**src/rtl/clkmode_pkg.sv**
```systemverilog
package clkmode_pkg;
  typedef enum logic [1:0] {
    SRC_MAIN = 2'd0,
    SRC_SUB  = 2'd1,
    SRC_ROC  = 2'd2,
    SRC_PLL  = 2'd3
  } clkSrc_e;

  localparam int MAX_DIV = 16;
  localparam int RATIO_W = $clog2(MAX_DIV) + 1;

  localparam logic [1:0] ADR_MODE  = 2'd0;
  localparam logic [1:0] ADR_GUARD = 2'd1;
  localparam logic [1:0] ADR_PLL   = 2'd2;
  localparam logic [1:0] ADR_STAT  = 2'd3;

  // control -> datapath strobes
  typedef struct packed {
    clkSrc_e    target;
    logic       div8;
    logic [1:0] divSel;
  } modeStrobe_t;
endpackage

```
**src/rtl/clkmode_ctrl.sv**
```systemverilog
module clkmode_ctrl
  import clkmode_pkg::*;
#(
  parameter int ADDR_W   = 2,
  parameter int DATA_W   = 8,
  parameter bit PLL_FAST = 1'b1
) (
  input  logic              clk,
  input  logic              rstN,
  input  logic              wrEn,
  input  logic [ADDR_W-1:0] wrAddr,
  input  logic [DATA_W-1:0] wrData,
  input  logic [ADDR_W-1:0] rdAddr,
  output logic [DATA_W-1:0] rdData,
  input  logic              pendingIn,
  output modeStrobe_t       strobe,
  output logic              waitTwo,
  output logic              errFlag
);
  logic div8, subSel, rocSel, mainStop, subEn, drvHigh, oscDet;
  logic pllEn, pllSel, twoWait, errQ;
  logic [1:0] divSel;

  logic nDiv8, nSub, nRoc, nStop, nSubEn, nDrv, forceNext, effDiv8, effDrv;
  logic [1:0] nDivSel;
  logic nPllEn, nPllSel, nTwo, highSpeed, modeChg, modeBad, pllBad;
  logic isMode, isGuard, isPll, isStat, reject;

  assign isMode  = wrEn && (wrAddr == ADDR_W'(ADR_MODE));
  assign isGuard = wrEn && (wrAddr == ADDR_W'(ADR_GUARD));
  assign isPll   = wrEn && (wrAddr == ADDR_W'(ADR_PLL));
  assign isStat  = wrEn && (wrAddr == ADDR_W'(ADR_STAT));

  always_comb begin
    nDiv8     = wrData[0];
    nDivSel   = wrData[2:1];
    nSub      = wrData[3];
    nRoc      = wrData[4];
    nStop     = wrData[5];
    nSubEn    = wrData[6];
    nDrv      = wrData[7];
    forceNext = !nRoc && nStop;
    effDiv8   = forceNext | nDiv8;
    effDrv    = forceNext | nDrv;
    modeChg   = (effDiv8 != div8) || (nDivSel != divSel) || (nSub != subSel) ||
                (nRoc != rocSel) || (nStop != mainStop);
    modeBad   = (oscDet && modeChg) ||
                ((effDiv8 != div8) && (nDivSel != divSel)) ||
                (nStop && (!(nSub || nRoc) || (!mainStop && !(subSel || rocSel)))) ||
                (nSub && !(subEn && nSubEn)) ||
                (rocSel && !nRoc && !nSub && !div8) ||
                (pllSel && modeChg);

    nPllEn    = wrData[0];
    nPllSel   = wrData[1];
    nTwo      = wrData[2];
    highSpeed = !subSel && !rocSel && !mainStop && !div8 && (divSel == 2'b00);
    pllBad    = (pllEn && (nTwo != twoWait)) ||
                (PLL_FAST && nPllEn && !pllEn && !nTwo) ||
                (nPllSel && !nPllEn) ||
                (nPllSel && !pllSel && !(pllEn && highSpeed)) ||
                (oscDet && (nPllSel != pllSel));
    reject    = (isMode && modeBad) || (isPll && pllBad);
  end

  always_ff @(posedge clk) begin
    if (!rstN) begin
      div8 <= 1'b1;  divSel <= 2'b00; subSel <= 1'b0; rocSel <= 1'b0;
      mainStop <= 1'b0; subEn <= 1'b0; drvHigh <= 1'b1; oscDet <= 1'b0;
      pllEn <= 1'b0; pllSel <= 1'b0; twoWait <= 1'b1; errQ <= 1'b0;
    end else begin
      if (isMode && !modeBad) begin
        div8 <= effDiv8; divSel <= nDivSel; subSel <= nSub; rocSel <= nRoc;
        mainStop <= nStop; subEn <= nSubEn; drvHigh <= effDrv;
      end
      if (isGuard) oscDet <= wrData[0];
      if (isPll && !pllBad) begin
        pllEn <= nPllEn; pllSel <= nPllSel; twoWait <= nTwo;
      end
      if (reject) errQ <= 1'b1;
      else if (isStat && wrData[0]) errQ <= 1'b0;
    end
  end

  always_comb begin
    if (subSel)      strobe.target = SRC_SUB;
    else if (rocSel) strobe.target = SRC_ROC;
    else if (pllSel) strobe.target = SRC_PLL;
    else             strobe.target = SRC_MAIN;
    strobe.div8   = div8;
    strobe.divSel = divSel;
  end

  always_comb begin
    rdData = '0;
    case (rdAddr)
      ADDR_W'(ADR_MODE):  rdData[7:0] = {drvHigh, subEn, mainStop, rocSel, subSel, divSel, div8};
      ADDR_W'(ADR_GUARD): rdData[0]   = oscDet;
      ADDR_W'(ADR_PLL):   rdData[2:0] = {twoWait, pllSel, pllEn};
      default:            rdData[1:0] = {pendingIn, errQ};
    endcase
  end

  assign waitTwo = twoWait;
  assign errFlag = errQ;
endmodule

```
**src/rtl/clkmode_datapath.sv**
```systemverilog
module clkmode_datapath
  import clkmode_pkg::*;
(
  input  logic               clk,
  input  logic               rstN,
  input  modeStrobe_t        strobe,
  input  logic               mainStable,
  input  logic               stabDone,
  input  logic               subStable,
  output clkSrc_e            activeSrc,
  output logic [RATIO_W-1:0] divRatio,
  output logic               cpuClkEn,
  output logic               pending
);
  logic [RATIO_W-1:0] cnt, cntNext;
  logic srcReady;

  always_comb begin
    case (strobe.target)
      SRC_MAIN: srcReady = mainStable && stabDone;
      SRC_SUB:  srcReady = subStable;
      default:  srcReady = 1'b1;
    endcase
  end

  always_ff @(posedge clk) begin
    if (!rstN)         activeSrc <= SRC_MAIN;
    else if (srcReady) activeSrc <= strobe.target;
  end

  assign pending = (activeSrc != strobe.target);

  always_comb begin
    if (activeSrc == SRC_SUB || activeSrc == SRC_PLL) divRatio = RATIO_W'(1);
    else if (strobe.div8)                              divRatio = RATIO_W'(8);
    else if (strobe.divSel == 2'b11)                   divRatio = RATIO_W'(MAX_DIV);
    else divRatio = RATIO_W'(1) << strobe.divSel;
  end

  assign cntNext  = cnt + 1'b1;
  assign cpuClkEn = (cntNext >= divRatio);

  always_ff @(posedge clk) begin
    if (!rstN || cpuClkEn) cnt <= '0;
    else                   cnt <= cntNext;
  end
endmodule

```
**src/rtl/clkmode_top.sv**
```systemverilog
module clkmode_top
  import clkmode_pkg::*;
#(
  parameter int ADDR_W   = 2,
  parameter int DATA_W   = 8,
  parameter bit PLL_FAST = 1'b1
) (
  input  logic               clk,
  input  logic               rstN,
  input  logic               wrEn,
  input  logic [ADDR_W-1:0]  wrAddr,
  input  logic [DATA_W-1:0]  wrData,
  input  logic [ADDR_W-1:0]  rdAddr,
  output logic [DATA_W-1:0]  rdData,
  input  logic               mainStable,
  input  logic               stabDone,
  input  logic               subStable,
  output logic [1:0]         srcSel,
  output logic [RATIO_W-1:0] divRatio,
  output logic               cpuClkEn,
  output logic               waitTwo,
  output logic               errFlag
);
  modeStrobe_t strobe;
  clkSrc_e     activeSrc;
  logic        pending;

  clkmode_ctrl #(.ADDR_W(ADDR_W), .DATA_W(DATA_W), .PLL_FAST(PLL_FAST)) u_ctrl (
    .clk(clk), .rstN(rstN), .wrEn(wrEn), .wrAddr(wrAddr), .wrData(wrData),
    .rdAddr(rdAddr), .rdData(rdData), .pendingIn(pending), .strobe(strobe),
    .waitTwo(waitTwo), .errFlag(errFlag)
  );

  clkmode_datapath u_dp (
    .clk(clk), .rstN(rstN), .strobe(strobe), .mainStable(mainStable),
    .stabDone(stabDone), .subStable(subStable), .activeSrc(activeSrc),
    .divRatio(divRatio), .cpuClkEn(cpuClkEn), .pending(pending)
  );

  assign srcSel = activeSrc;
endmodule

```
**config.mk**
```make
export PLATFORM = sky130hd
export DESIGN_NAME = clkmode_top
export DESIGN_NICKNAME = d
export VERILOG_FILES = /design/src/rtl/clkmode_pkg.sv /design/src/rtl/clkmode_ctrl.sv /design/src/rtl/clkmode_datapath.sv /design/src/rtl/clkmode_top.sv
export SDC_FILE = /design/constraint.sdc
export NUM_CORES = 1
export LEC_CHECK = 0
export ABC_CLOCK_PERIOD_IN_PS = 2800
export BUFFER_PORTS_ARGS = -buffer_cell sky130_fd_sc_hd__clkbuf_2
export CAP_MARGIN = 10
export CORE_AREA = 8 8 60 62
export CTS_BUF_LIST = sky130_fd_sc_hd__clkbuf_4
export DETAILED_ROUTE_END_ITERATION = 16
export DIE_AREA = 0 0 68 70
export GPL_TIMING_DRIVEN = 0
export PLACE_DENSITY = 0.75
export SYNTH_ARGS = -nofsm -noshare
export SYNTH_HDL_FRONTEND = slang
export SYNTH_SLANG_ARGS = --single-unit
```
**constraint.sdc**
```tcl
create_clock -name clk -period 2.8 [get_ports clk]
set_clock_uncertainty 0.1 [all_clocks]
set_input_delay 0.14 -clock clk [delete_from_list [all_inputs] [get_ports clk]]
set_output_delay 0.14 -clock clk [all_outputs]
set_load 0.01 [all_outputs]
```
# == Yosys cells after proc, flatten, opt, wreduce, memory -nomap -nowiden ==
# Index checks and enable logic that the tools add are counted.
# Widths: inputs -> output; s select.
# totals
ff_bits,20
in_bits,18
# classes
n_addsub,1
order_cmp,1
n_eq_ne,17
n_shift,1
n_mux,13
bitwise,2
reduce_logical,74
# ops
operator,n
$logic_and 1x1->1,33
$mux 5,4
$logic_or 1x1->1,19
$logic_not 1->1,17
$eq 2x2->1 const B,5
$eq 2x1->1 const B,4
$logic_not 2->1,4
$mux 2,3
$ne 1x1->1,6
$pmux 1 s3,2
$add 5x1->5 const B,1
$ge 5x5->1,1
$shl 1x2->5 const A,1
$ne 2x2->1,2
$pmux 1 s2,2
$mux 1,2
$or 1x1->1,2
$reduce_bool 2->1,1

# == Logic depth before layout (Yosys ltp) ==
# depth
word_depth,17
mapped_depth,8

# == Hierarchy ==
# Synthesis repeated with hierarchy kept, for this count alone.
# unflattened
hier_cells,161
area_unflattened_um2,1343.8
# modules_own_cells
mod,n_inst,cells_each,area_per_inst_um2,seq_area_each_um2
clkmode_ctrl,1,102,849.6,260.2
clkmode_datapath,1,59,494.2,140.1

# == Least setup slack after synthesis ==
# Ideal clock, no wire load.
# synth_path
kind,register to register
start,register u_ctrl.divSel[0]
end,register u_dp.cnt[0]
setup_time_ns,0.114
t_arrival_ns,2.085
setup_slack_ns,0.500
path_stages_with_launch,9
n_path_buf,0
period_less_slack_ns,2.300
cell_sequence,dfxtp_1 > nor3_1 > or2_2 > ha_1 > nand2b_1 > a21o_1 > a21o_1 > a21o_1 > a2111oi_0
# synth_between
elab_chain_cells,6
elab_cells_between_ends,7
cone_classes,1 x order compare; 1 x eq/ne; 1 x shift; 3 x mux; 1 x reduce/logical
# synth_lines
element,line,text
start: declaration,clkmode_ctrl.sv:22,logic [1:0] divSel;
start signal: assignment,clkmode_ctrl.sv:73,div8 <= effDiv8; divSel <= nDivSel; subSel <= nSub; rocSel <= nRoc;
$eq 2x2->1 or $shl 1x2->5 (tied branches),"clkmode_datapath.sv:36, clkmode_datapath.sv:37",
$mux 5 (*),clkmode_datapath.sv:36,else if (strobe.divSel == 2'b11) divRatio = RATIO_W'(MAX_DIV);
$mux 5 (*),clkmode_datapath.sv:35,else if (strobe.div8) divRatio = RATIO_W'(8);
$mux 5 (*),clkmode_datapath.sv:34,if (activeSrc == SRC_SUB || activeSrc == SRC_PLL) divRatio = RATIO_W'(1);
named net divRatio[0],clkmode_top.sv:19,"output logic [RATIO_W-1:0] divRatio,"
$ge 5x5->1 (*),clkmode_datapath.sv:41,assign cpuClkEn = (cntNext >= divRatio);
$logic_or 1x1->1 (*),clkmode_datapath.sv:44,if (!rstN || cpuClkEn) cnt <= '0;
end signal: assignment,clkmode_datapath.sv:45,else cnt <= cntNext;
end: declaration,clkmode_datapath.sv:15,"logic [RATIO_W-1:0] cnt, cntNext;"
# The timed path passes the listed nets; every way through them passes the cells marked *.
# A chain may end at the register's enable or synchronous reset.

# == Worst setup path in the final report ==
# layout_path
start,register u_ctrl.divSel[1]
end,output port cpuClkEn
# layout_between
elab_chain_cells,5
elab_cells_between_ends,6
cone_classes,1 x order compare; 1 x eq/ne; 1 x shift; 3 x mux
# layout_lines
element,line,text
$eq 2x2->1 or $shl 1x2->5 (tied branches),"clkmode_datapath.sv:36, clkmode_datapath.sv:37",
$mux 5 (*),clkmode_datapath.sv:36,
$mux 5 (*),clkmode_datapath.sv:35,
$mux 5 (*),clkmode_datapath.sv:34,
$ge 5x5->1 (*),clkmode_datapath.sv:41,
end: declaration,clkmode_top.sv:20,"output logic cpuClkEn,"
# Every way passes the cells marked *; elsewhere a longest branch is shown, timed or not.

==> reports/results.ini <==
[synth]
synth_top_family_by_area = simple AND/OR/NAND/NOR gates
synthDominantCellAreaShare_pct = 29.6
async_flop_share_pct = 0
synth_area_per_cell_um2 = 8.31
ys_dominant_reg_cell = dfxtp_1
netlist_area_um2 = 1350
ys_seq_area_share_pct = 29.6
ys_ff_latch = 20
synthMuxAreaShare_pct = 12.0
yosys.area.top_type = dfxtp_1
synthAdderAreaFrac_pct = 7.39
synth_compound_area_share_pct = 16.6
yosysWarnings = 0
synthTopCellsByArea = dfxtp_1 (30%), mux2i_1 (10%), ha_1 (7.4%), nand2_1 (7.2%), nor2_1 (4.2%)
synth_xor_area_share_pct = 5.18
yosysUniqueCellTypes = 39
synthCells = 163
synth_fp_nets = 189
synth-edff-count = 0
synthSimpleGateAreaFrac_pct = 25.2

[cts]
ctsHtreeMaxLevel = 1
cts_buffer_depth = 2
post-cts-setup-buffer-count = 0
cts_root_buf = clkbuf_4
clock_latency_ns = 0.31
clkTransAtPathRegs_ns = 0.13
numCtsBuffers = 3
cts_sinks = 20
cts_tree = yes

[place]
dp_hpwl_um = 2770
portBuffers = 35
place_area_um2 = 1570
place_congestion = 0.858
dp_cells = 229

[worst_setup_path]
endpoint_kind = primary output
timing.rr.start = u_ctrl.divSel[1]
cp-start-kind = register
crit_chain = nor3_2 > or2_2 > ha_1 > nand2b_1 > a21o_1 > a21o_1 > a21o_1 > a21o_1 > clkbuf_2
worstPathMaxFanout = 7
worstPathArrival_ns = 2.43
worstPathRequired_ns = 2.56
crit_slowest_cell = dfxtp_2
path_class = register to primary output
slowest_delay_ns = 0.43
path_buf_inv = 1
reg2reg_slack_ns = 0.41
critPathTopFamily = compound AO/OA/AOI/OAI gates
crit_path_frequent_cell = a21o_1
rr_worst_depth = 8
r2r_end = u_dp.cnt[0]

[grt]
grt_first_pass_wirelength_um = 5780
gr-total-overflow = 0
grt_max_degree = 13
first_global_vias = 1319
grtUsageTotal_pct = 14.9
antenna_found_initial = 0

[layout]
fin_util_pct = 62.1
largest-register = u_dp.cnt
reg_top3 = u_dp.cnt (5), u_ctrl.divSel (2), u_dp.activeSrc (2)
drive_gt1_share_pct = 26.0
n_antenna_cell = 0
multiInputGateArea_um2 = 905
ff_latch_area_um2 = 409
area_growth_pct = 22.2
fin_area_um2 = 1650
nFillCells = 254
instances_no_fill = 235
num-nets-final = 231
largest_reg_flops = 5

[timing]
rsz0062_at_grt = no
max_freq_mhz = 374
worstMarginPinSlew_ns = 0.455
min_period_over_period_pct = 95.4
slew_violations = 0
fin_crit_ns = 2.67
setup-tns-final_ns = 0
timing.final.hold_violations = 0
finalSetupViolCount = 0
max-slew-margin-rel_pct = 69.7

[detailed_routing]
drc_errors = 0
wl_per_cell_um = 14.9
wl_um = 3510
firstDrtPassIters = 4
route.vias.total = 1320
ant_nets = 0
viasPerCell = 5.62
drt_iter0_drc = 81

[floorplanning]
rows = 19
die_w_um = 68
ios = 36
die_h_um = 70
core_um2 = 2660
die_area_um2 = 4760
start_util_pct = 50.8

[power_and_ir_drop]
combPwrFrac_pct = 17.7
p_clk_share_pct = 36.7
power.density_nw_per_um2 = 399
p_switching_mw = 0.168
pwr-share-seq_pct = 45.6
switching_share_pct = 25.5
p_leak_nw = 0.787
intPower_mw = 0.492
ir_drop_uv = 321

[hold_path]
hp-start = wrData[3]
worstHoldPathCells = 3
holdPathEnd = u_ctrl.subSel
hold_path.class = input pin to register

[run_status]
outcome = complete, no violations

[job]
max_cap_violations = 0

[cell usage in the layout, fill, tap and decap left out, drive strengths merged, types with 2 or more instances in the layout]
cell type / netlist / routed
a31oi: 3 / 3
clkbuf: 2 / 40
nor2b: 4 / 4
mux2i: 14 / 14
dlygate4sd3: 0 / 2
nor2: 15 / 15
nand2: 26 / 26
buf: 2 / 2
ha: 8 / 8
a2111oi: 3 / 3
or2: 3 / 3
and2: 5 / 5
xor2: 4 / 4
inv: 8 / 8
nor3: 3 / 3
a211oi: 4 / 4
nand3: 4 / 4
a21o: 4 / 4
nand4: 3 / 3
nand2b: 4 / 4
a21oi: 5 / 5
dfxtp: 20 / 20
xnor2: 4 / 4
[synthesized netlist by cell type (2+ instances only)]
cell and count:
a2111oi_2 2, a211oi_1 4, a21o_1 4, a21oi_1 5
a31oi_1 3, and2_1 5, clkbuf_1 2, dfxtp_1 20
ha_1 8, inv_1 8, mux2i_1 14, nand2_1 26
nand2b_1 4, nand3_1 4, nand4_1 3, nor2_1 15
nor2b_1 4, nor3_1 3, or2_2 3, xnor2_1 4
xor2_1 4
[worst min-delay path, stage by stage]
cell and delay [ns]:
clkbuf_2 0.12, nand2_1 0.07, mux2i_1 0.06
[final cells by class]
| class | instances | share of cell area [%] |
|---|---|---|
| buffer | 4 | 1.44 |
| clock buffer | 3 | 1.36 |
| clock inverter | 1 | 1.82 |
| inverter | 8 | 1.82 |
| multi-input combinational | 131 | 54.7 |
| sequential | 20 | 24.7 |
| tap | 31 | 2.34 |
| timing repair buffer | 37 | 11.8 |
[cell families after synthesis]
family          Yosys count
compound gates           29
xor+xnor                  8
fa+ha+maj                 8
buf+inv                  12
flops                    20
mux                      15
simple gates             71
[metrics by stage]
stage | worst slack (ns) | hold slack, ns | power (mW)
after global routing | 0.0153 | 0.0298 | 0.684
final | 0.128 | 0.00778 | 0.660
after CTS | 0.0589 | 0.00231 | 0.663
after global placement | 0.382 | 0.287 | 0.418
after floorplan | 0.500 | 0.165 | 0.378
after detailed placement | 0.276 | 0.307 | 0.424
[worst max-delay path by stage]
stage,start,to,cells after the start
2_1_floorplan,u_ctrl.divSel[0],u_dp.cnt[0],8
3_3_place_gp,u_ctrl.div8,u_dp.cnt[0],8
3_5_place_dp,u_ctrl.div8,u_dp.cnt[0],8
4_1_cts,u_ctrl.div8,cpuClkEn,9
5_1_grt,u_dp.activeSrc[0],cpuClkEn,9
6_report,u_ctrl.divSel[1],cpuClkEn,9
[what timing repair did]
| action | 4_1_cts | 5_1_grt |
|---|---|---|
| hold buffers | 2 | 0 |
| resized for setup | 3 | 3 |
| endpoints found under the hold margin | 2 | 0 |
| cloned | 0 | 0 |
| endpoints found under the setup margin | 1 | 1 |
[power groups by stage]
| stage | clock [mW] | sequential [mW] | combinational [mW] |
|---|---|---|---|
| after detailed placement | 0 | 0.309 | 0.115 |
| after floorplan | 0 | 0.307 | 0.0702 |
| after global placement | 0 | 0.308 | 0.110 |
| final | 0.242 | 0.301 | 0.117 |
| after CTS | 0.242 | 0.302 | 0.118 |
| after global routing | 0.252 | 0.303 | 0.130 |
[metal layers]
metal / part of all wire (%) / up-vias / global-route usage (%)
met5: 0 / - / 0
met4: 1.3 / 0 / 5.24
met3: 4.7 / 5 / 2.39
met2: 51 / 37 / 25.5
met1: 43 / 620 / 17.7
li1: - / 658 / -
No activity file was read; power rests on OpenSTA's default activity.
